==> src/rtl/sec_wdt_pkg.sv <==
package sec_wdt_pkg;
    // control register bits
    localparam int CTL_PULSE_BIT = 1;
    localparam int CTL_KCAN_BIT  = 2;
    localparam int CTL_MIN_BIT   = 3;
    // status register bits
    localparam int ST_TRIG_BIT   = 4;
    localparam int ST_MCAN_BIT   = 6;
    localparam int ST_KCAN_BIT   = 7;

    typedef struct packed {
        logic [7:0] count;
        logic [7:0] ctrl;
        logic [7:0] stat;
        logic       kbrst;
    } wdt_state_t;
endpackage

==> src/rtl/sec_wdt_unit_div.sv <==
module sec_wdt_unit_div #(
    parameter int TICKS = 60
) (
    input  logic clk,
    input  logic rst_n,
    input  logic sec_tick,
    input  logic minute_mode,
    input  logic run,
    input  logic restart,
    output logic unit_tick
);
    localparam int PW = (TICKS > 1) ? $clog2(TICKS) : 1;
    localparam logic [PW-1:0] LAST = PW'(TICKS - 1);

    logic [PW-1:0] pre_d, pre_q;
    logic          wrap;

    assign wrap = (pre_q == LAST);

    always_comb begin
        pre_d = pre_q;
        if (restart || !minute_mode) begin
            pre_d = '0;
        end else if (run && sec_tick) begin
            pre_d = wrap ? '0 : pre_q + 1'b1;
        end
    end

    always_ff @(posedge clk or negedge rst_n) begin
        if (!rst_n) pre_q <= '0;
        else        pre_q <= pre_d;
    end

    assign unit_tick = minute_mode ? (sec_tick && run && wrap) : sec_tick;
endmodule

==> src/rtl/sec_wdt_rdmux.sv <==
module sec_wdt_rdmux #(
    parameter int          AW        = 8,
    parameter int          DW        = 8,
    parameter logic [AW-1:0] CNT_ADDR  = 'hF6,
    parameter logic [AW-1:0] CTRL_ADDR = 'hF5,
    parameter logic [AW-1:0] STAT_ADDR = 'hF7
) (
    input  logic [AW-1:0] addr,
    input  logic [DW-1:0] count,
    input  logic [DW-1:0] ctrl,
    input  logic [DW-1:0] stat,
    output logic [DW-1:0] rdata
);
    always_comb begin
        unique case (addr)
            CNT_ADDR:  rdata = count;
            CTRL_ADDR: rdata = ctrl;
            STAT_ADDR: rdata = stat;
            default:   rdata = '0;
        endcase
    end
endmodule

==> src/rtl/sec_watchdog.sv <==
module sec_watchdog
    import sec_wdt_pkg::*;
#(
    parameter int          AW            = 8,
    parameter int          DW            = 8,
    parameter int          TICKS_PER_MIN = 60,
    parameter logic [AW-1:0] CNT_ADDR      = 'hF6,
    parameter logic [AW-1:0] CTRL_ADDR     = 'hF5,
    parameter logic [AW-1:0] STAT_ADDR     = 'hF7
) (
    input  logic          clk,
    input  logic          rst_n,
    input  logic [AW-1:0] reg_addr,
    input  logic [DW-1:0] reg_wdata,
    input  logic          reg_wr,
    output logic [DW-1:0] reg_rdata,
    input  logic          sec_tick,
    input  logic          kbd_evt,
    input  logic          mouse_evt,
    output logic          wdt_out_n,
    output logic          kbrst_n
);
    wdt_state_t st_d, st_q;

    logic wr_cnt, wr_ctrl, wr_stat;
    logic running, unit_tick, cancel, expire;

    assign wr_cnt  = reg_wr && (reg_addr == CNT_ADDR);
    assign wr_ctrl = reg_wr && (reg_addr == CTRL_ADDR);
    assign wr_stat = reg_wr && (reg_addr == STAT_ADDR);
    assign running = (st_q.count != '0);

    sec_wdt_unit_div #(.TICKS(TICKS_PER_MIN)) div_i (
        .clk         (clk),
        .rst_n       (rst_n),
        .sec_tick    (sec_tick),
        .minute_mode (st_q.ctrl[CTL_MIN_BIT]),
        .run         (running),
        .restart     (wr_cnt),
        .unit_tick   (unit_tick)
    );

    assign cancel = running &&
        ((kbd_evt && (st_q.ctrl[CTL_KCAN_BIT] || st_q.stat[ST_KCAN_BIT])) ||
         (mouse_evt && st_q.stat[ST_MCAN_BIT]));

    assign expire = (st_q.count == DW'(1)) && unit_tick && !cancel && !wr_cnt;

    always_comb begin
        st_d       = st_q;
        st_d.kbrst = 1'b0;
        if (running) begin
            if (cancel)         st_d.count = '0;
            else if (unit_tick) st_d.count = st_q.count - 1'b1;
        end
        if (wr_cnt)  st_d.count = reg_wdata;
        if (wr_ctrl) st_d.ctrl  = reg_wdata;
        if (wr_stat) begin
            st_d.stat              = reg_wdata;
            st_d.stat[ST_TRIG_BIT] = reg_wdata[ST_TRIG_BIT] & st_q.stat[ST_TRIG_BIT];
        end
        if (expire) begin
            st_d.stat[ST_TRIG_BIT] = 1'b1;
            st_d.kbrst             = st_q.ctrl[CTL_PULSE_BIT];
        end
    end

    always_ff @(posedge clk or negedge rst_n) begin
        if (!rst_n) st_q <= '0;
        else        st_q <= st_d;
    end

    sec_wdt_rdmux #(
        .AW(AW), .DW(DW),
        .CNT_ADDR(CNT_ADDR), .CTRL_ADDR(CTRL_ADDR), .STAT_ADDR(STAT_ADDR)
    ) rd_i (
        .addr  (reg_addr),
        .count (st_q.count),
        .ctrl  (st_q.ctrl),
        .stat  (st_q.stat),
        .rdata (reg_rdata)
    );

    assign wdt_out_n = ~st_q.stat[ST_TRIG_BIT];
    assign kbrst_n   = ~st_q.kbrst;
endmodule

==> config.mk <==
export PLATFORM = sky130hd
export DESIGN_NAME = sec_watchdog
export DESIGN_NICKNAME = d
export VERILOG_FILES = /design/src/rtl/sec_wdt_pkg.sv /design/src/rtl/sec_wdt_unit_div.sv /design/src/rtl/sec_wdt_rdmux.sv /design/src/rtl/sec_watchdog.sv
export SDC_FILE = /design/constraint.sdc
export NUM_CORES = 1
export LEC_CHECK = 0
export BUFFER_PORTS_ARGS = -buffer_cell sky130_fd_sc_hd__clkbuf_2
export CAP_MARGIN = 20
export CORE_AREA = 4 4 63 79
export CTS_CLUSTER_SIZE = 25
export DETAILED_ROUTE_END_ITERATION = 12
export DIE_AREA = 0 0 67 83
export HOLD_SLACK_MARGIN = 0.03
export MAX_ROUTING_LAYER = met4
export SLEW_MARGIN = 20
export SYNTH_ARGS = -nofsm -noshare
export SYNTH_HDL_FRONTEND = slang
export SYNTH_SLANG_ARGS = --single-unit
==> constraint.sdc <==
create_clock -name clk -period 4.5 [get_ports clk]
set_clock_uncertainty 0.2 [all_clocks]
set_input_delay 1.125 -clock clk [delete_from_list [all_inputs] [get_ports clk]]
set_output_delay 1.125 -clock clk [all_outputs]
set_load 0.02 [all_outputs]
== Word-level counts from Yosys, hierarchy flattened ==
Cells that the tools add are included.

* Register bits: 31
* Word-level logic and storage cells: 51
* Input port bits: 22
* Output and inout port bits: 10

* Equal/unequal tests: 5
* Add/subtract/negate cells: 2
* Reduce and logical (&&, ||, !) cells: 23
* Bitwise operators: 3
* Muxes and demuxes: 12

{| class="wikitable"
|+ Operators by type and width
! operator !! count
|-
| 8-bit two-way mux || 4
|-
| 8-bit equality test, second input constant || 3
|-
| 8-bit case mux with 3 select lines || 1
|-
| 6-bit two-way mux || 3
|-
| 1-bit logical AND || 11
|-
| 8-bit by 1-bit equality test with 1-bit output, second input constant || 1
|-
| 8-bit nonzero test || 1
|-
| 8-bit by 1-bit subtractor with 8-bit output, second input constant || 1
|-
| 6-bit by 1-bit adder with 6-bit output, second input constant || 1
|-
| 6-bit equality test, second input constant || 1
|-
| 2-bit nonzero test || 3
|-
| 5-bit two-way mux || 1
|-
| 1-bit logical NOT || 3
|-
| 1-bit logical OR || 3
|-
| 1-bit two-way mux || 3
|-
| 3-bit nonzero test || 1
|-
| 1-bit NOT || 2
|-
| 2-bit AND reduction || 1
|-
| 1-bit bitwise AND || 1
|}

== Depth between registers and ports, before layout ==
* Depth after elaboration: 8
* Mapped depth: 9

== Modules after synthesis ==
Synthesis repeated with hierarchy kept, for this count alone.

* Cell total of the unflattened synthesis: 178
* Area total of the unflattened synthesis: 1,816.7 um2

{| class="wikitable"
|+ Modules (own cells, without submodules)
! module !! instances !! area each (um2) !! seq. area each (um2) !! cells each
|-
| sec_watchdog || 1 || 1,236.2 || 625.6 || 111
|-
| sec_wdt_unit_div || 1 || 340.3 || 150.1 || 37
|-
| sec_wdt_rdmux || 1 || 240.2 || 0.0 || 30
|}

== Worst setup path before layout ==
Ideal clock, no wire load.

* Kind: in2out
* Start point: input port reg_addr[0]
* End point: output port reg_rdata[0]
* Stages: 5
* Buffers on the path: 2
* Slack: 1,075 ps
* Required time: 3,175 ps
* Arrival: 2,100 ps
* Cell sequence: buf_2 > nor2b_1 > clkbuf_1 > a21oi_1 > nor2_1

* Cells in the longest elaborated chain, start to end: 2
* Elaborated cells between the ends (all ways): 4
* Those cells by class: eq/ne: 3; mux: 1

{| class="wikitable"
|+ Ends and longest elaborated chain
! item !! RTL line !! source
|-
| from (decl) || sec_watchdog.sv:13 || <nowiki>input logic [AW-1:0] reg_addr,</nowiki>
|-
| 8-bit equality test || sec_wdt_rdmux.sv:15 || <nowiki>unique case (addr)</nowiki>
|-
| 8-bit case mux with 3 select lines (*) || sec_wdt_rdmux.sv:15 ||
|-
| to (decl) || sec_watchdog.sv:16 || <nowiki>output logic [DW-1:0] reg_rdata,</nowiki>
|}

Mark *: on every way between the ends. The rest lies on a longest branch, timed or not.

== Final worst setup path ==
* Start point: input port reg_addr[0]
* End point: output port reg_rdata[2]

Same word-level chain as after synthesis.

==> flow_results.org <==
** Floorplan
- The floorplan has 27 rows.
- Measured along the x axis, the die boundary spans 67 um.
- Core region area :: 4290 um2
- Full die area :: 5561 um2
- Boundary pin count :: 32
- Starting density of the core :: 0.4307
- Die H :: 83 um

** GRT
- Entering global routing, the biggest net connects 32 pins.
- The number of global-route vias before repair was 1585.
- The first global-routing pass estimated 7.527 mm of wire.
- Total Routing Usage GR :: 0.1792
- The number of antenna violations at the first check in global routing was 0.
- Global routing finished with a remaining overflow of 0.

** Drt
- The first detailed-routing pass took 4 iterations.
- The routed layout has 1550 vias.
- Drt first-iter violations :: 49
- Vias per std cell :: 5.477
- Aggregate routed wire length :: 4.278 mm
- After detailed routing, the average wire length per cell comes to 15.12 um.
- DRC violation count after routing :: 0
- Final antenna-violating net count :: 0

** Clock tree
- Buffers from clock root to sink, at most :: 2
- Post-CTS setup buffer count :: 0
- TritonCTS clock tree :: built
- Num Clock Sinks :: 31
- Number of buffers created by CTS :: 5
- Hold repair after CTS inserted 0 buffers.
- Gates resized during post-CTS repair numbered 0.
- H-tree depth reported by CTS :: 2
- The clock reaches the later pin of the worst-skew pair after 0.28 ns.
- CTS root buf :: sky130_fd_sc_hd__clkbuf_8
- Clock-pin slew on the worst setup and hold paths :: 0.06 ns

** Logic synthesis
- Area fraction in and, or, nand and nor cells after synthesis :: 0.1896
- By area the synthesized netlist is led by sky130_fd_sc_hd__dfrtp_1 42%, sky130_fd_sc_hd__mux2_2 8.5%, sky130_fd_sc_hd__mux2i_1 4.3%.
- Of the post-synthesis cell area, the dominant cell type holds 0.4198.
- Synthesized net count :: 221
- Compound-gate portion of the synthesized area :: 0.1882
- Of the total synthesized cell area, the portion taken by full adders, half adders and majority gates is 0.02708.
- Sequential share of the synthesized area :: 0.4198
- After synthesis, the share of flip-flops with an asynchronous set or reset is 1.000.
- Post-Synthesis Mean Instance Area :: 9.477 um2
- Multiplexer fraction of the synthesized cell area :: 0.1286
- Flip-flop and latch count after synthesis :: 31
- The synthesized design contains 0 enable-type register cells.
- Of the total synthesized cell area, the portion taken by XOR and XNOR cells is 0.
- In this run the cell area of the synthesized design comes to 1848 um2.
- In the synthesized netlist, the number of instances is 195.
- For this run, the number of Yosys warnings is 0.
- The largest total area in the synthesized netlist belongs to sky130_fd_sc_hd__dfrtp_1.
- After synthesis, the netlist uses 44 different library cells.
- Dominant synthesized flop cell :: sky130_fd_sc_hd__dfrtp_1
- Main combinational cell family by area after synthesis :: simple AND/OR/NAND/NOR gates

** Hold path
- Type of the worst min-delay path :: reg2reg

** Timing
- Peak clock frequency supported by timing :: 266.1 MHz
- Worst slew margin :: 0.4442
- The total count of max-transition violations in the final report is 0.
- Final setup violation count :: 0
- Setup repair after global routing missed its margin :: no
- Final critical-path share of the clock period :: 0.8350
- The final count of hold timing violations came to 0.
- Adding up every negative setup slack in the final design gives 0 ns.
- Worst slew pin tran :: 0.8306 ns
- Subtracting the final worst setup slack from the clock period gives 3.758 ns.
- Final worst hold slack :: 0.2918 ns

** Worst setup path
- Cells traversed along the worst timing path :: clkbuf_2, nor2b_1, a21oi_1, nor2_1, clkbuf_2
- Critical path buffer and inverter count :: 2
- In this design, the stage delay of the slowest critical-path cell is 0.56 ns.
- The worst setup path is launched from a primary input.
- In this run the worst path has a maximum fanout of 11.
- CP endpoint kind :: primary output
- Cell occurring most often along the worst timing path :: sky130_fd_sc_hd__clkbuf_2
- Critical Path Slowest Stage Cell :: sky130_fd_sc_hd__nor2b_1
- Family with the most delay on the worst path :: simple AND/OR/NAND/NOR gates
- At the worst endpoint, the required time is 3.17 ns.
- Type of the worst setup path :: in2out
- Critical path arrival :: 2.43 ns

** Cells and area
- Total Nets Final :: 251
- Share of final-layout standard cells stronger than drive strength 1 :: 0.2756
- Leaving out fill and tap cells, the most frequent cells in the layout are 31 x sky130_fd_sc_hd__dfrtp_1, 31 x sky130_fd_sc_hd__clkbuf_2, 20 x sky130_fd_sc_hd__nor2_1.
- For this run, the number of standard cells in the final layout without fillers is 283.
- Count of fill cells added during filler insertion :: 444
- 0 antenna diodes ended up in the layout.
- Synth-to-layout area growth :: 14.83%

** Pwr
- Power density normalized to cell area :: 385.9 nW/um2
- IR analysis of the VDD net gives a maximum drop of 166.8 uV.
- Leakage power figure :: 1.034 nW

** Job
- Number of max-cap violations :: 0

** Placement
- Post-DP HPWL :: 3.168 mm
- The count of buffers added on input and output ports is 31.
- Instance count after placement with tap cells included :: 276
- The congestion estimate from routability-driven global placement came to 0.7746.

** Outcome
- The flow ran to the end, and the final reports show no timing, DRC or antenna violations.
[final timing paths]
| kind | startpoint | to | slack (ns) | depth (start not counted) |
|---|---|---|---|---|
| setup / recovery | reg_addr[0] | reg_rdata[2] | 0.74 | 5 |
| hold / removal | div_i.pre_q[5] | div_i.pre_q[5] | 0.29 | 1 |
| setup reg to reg | st_q[17] | st_q[22] | 1.89 | 7 |
| hold reg to reg | div_i.pre_q[5] | div_i.pre_q[5] | 0.29 | 1 |
| max in group asynchronous | rst_n | st_q[12] | 2.89 | 1 |
| min in group asynchronous | rst_n | st_q[11] | 0.72 | 1 |
[per-stage QoR]
stage            util  setup WS [ns]  area, um2  power (mW)
6_report       0.4946         0.7424       2122      0.8189
5_1_grt        0.4946         0.6090       2122      0.8788
4_1_cts        0.4946         0.7303       2122      0.8239
3_5_place_dp   0.4742         0.7351       2034      0.6035
3_3_place_gp   0.4742         0.7403       2034      0.6015
2_1_floorplan       -          1.075       1848      0.5351
[Yosys cell counts (2+ instances only)]
cell                        instances
sky130_fd_sc_hd__o2bb2ai_1          2
sky130_fd_sc_hd__buf_2              3
sky130_fd_sc_hd__clkbuf_1           4
sky130_fd_sc_hd__mux2i_1            8
sky130_fd_sc_hd__or2_1              2
sky130_fd_sc_hd__a31oi_1            2
sky130_fd_sc_hd__a2bb2oi_1          2
sky130_fd_sc_hd__inv_1             11
sky130_fd_sc_hd__a21o_1             5
sky130_fd_sc_hd__a211oi_1           2
sky130_fd_sc_hd__a22oi_1            5
sky130_fd_sc_hd__nor2b_1            3
sky130_fd_sc_hd__and4_1             2
sky130_fd_sc_hd__or3_1              2
sky130_fd_sc_hd__dfrtp_1           31
sky130_fd_sc_hd__nand4_1            3
sky130_fd_sc_hd__nand2_1           15
sky130_fd_sc_hd__o21ai_0            6
sky130_fd_sc_hd__a21oi_1           15
sky130_fd_sc_hd__nand3_1            5
sky130_fd_sc_hd__nor2_1            20
sky130_fd_sc_hd__nor3_1             6
sky130_fd_sc_hd__mux2_2            14
sky130_fd_sc_hd__ha_1               4
sky130_fd_sc_hd__a31o_2             4
[metal layers]
layer  part of all wire  global-route usage
met2               0.50              0.2889
met1               0.45              0.2179
met5                  0                   -
met3              0.033             0.03789
met4              0.022             0.06273
[where the power goes]
group,internal (mW),switching (mW),total (mW),leakage [nW]
clock network,0.120,0.0991,0.219,0.0470
registers,0.323,0.0767,0.400,0.411
logic,0.0911,0.109,0.200,0.576
[flip-flops by register name (all words and copies together), names as in the netlist]
name	flops
div_i.pre_q	6
st_q	25
[cells by family (layout without fill, tap and decap cells)]
group	count (synthesis)	in the layout
muxes	22	22
and+or+nand+nor	67	67
buffers and inverters	20	50
DFF	31	31
adders and majority gates	4	4
AOI/OAI and AO/OA	51	51
[layout make-up]
class,count,area [um2],area share
clock buffers,6,82.58,0.03892
clock inverters,1,5.005,0.002358
inverters,12,45.04,0.02123
multi-input cells,144,985.9,0.4646
flip-flops and latches,31,775.7,0.3656
well taps,58,72.57,0.03420
repair buffers,31,155.1,0.07311
Power figures use the tool's default switching activity.
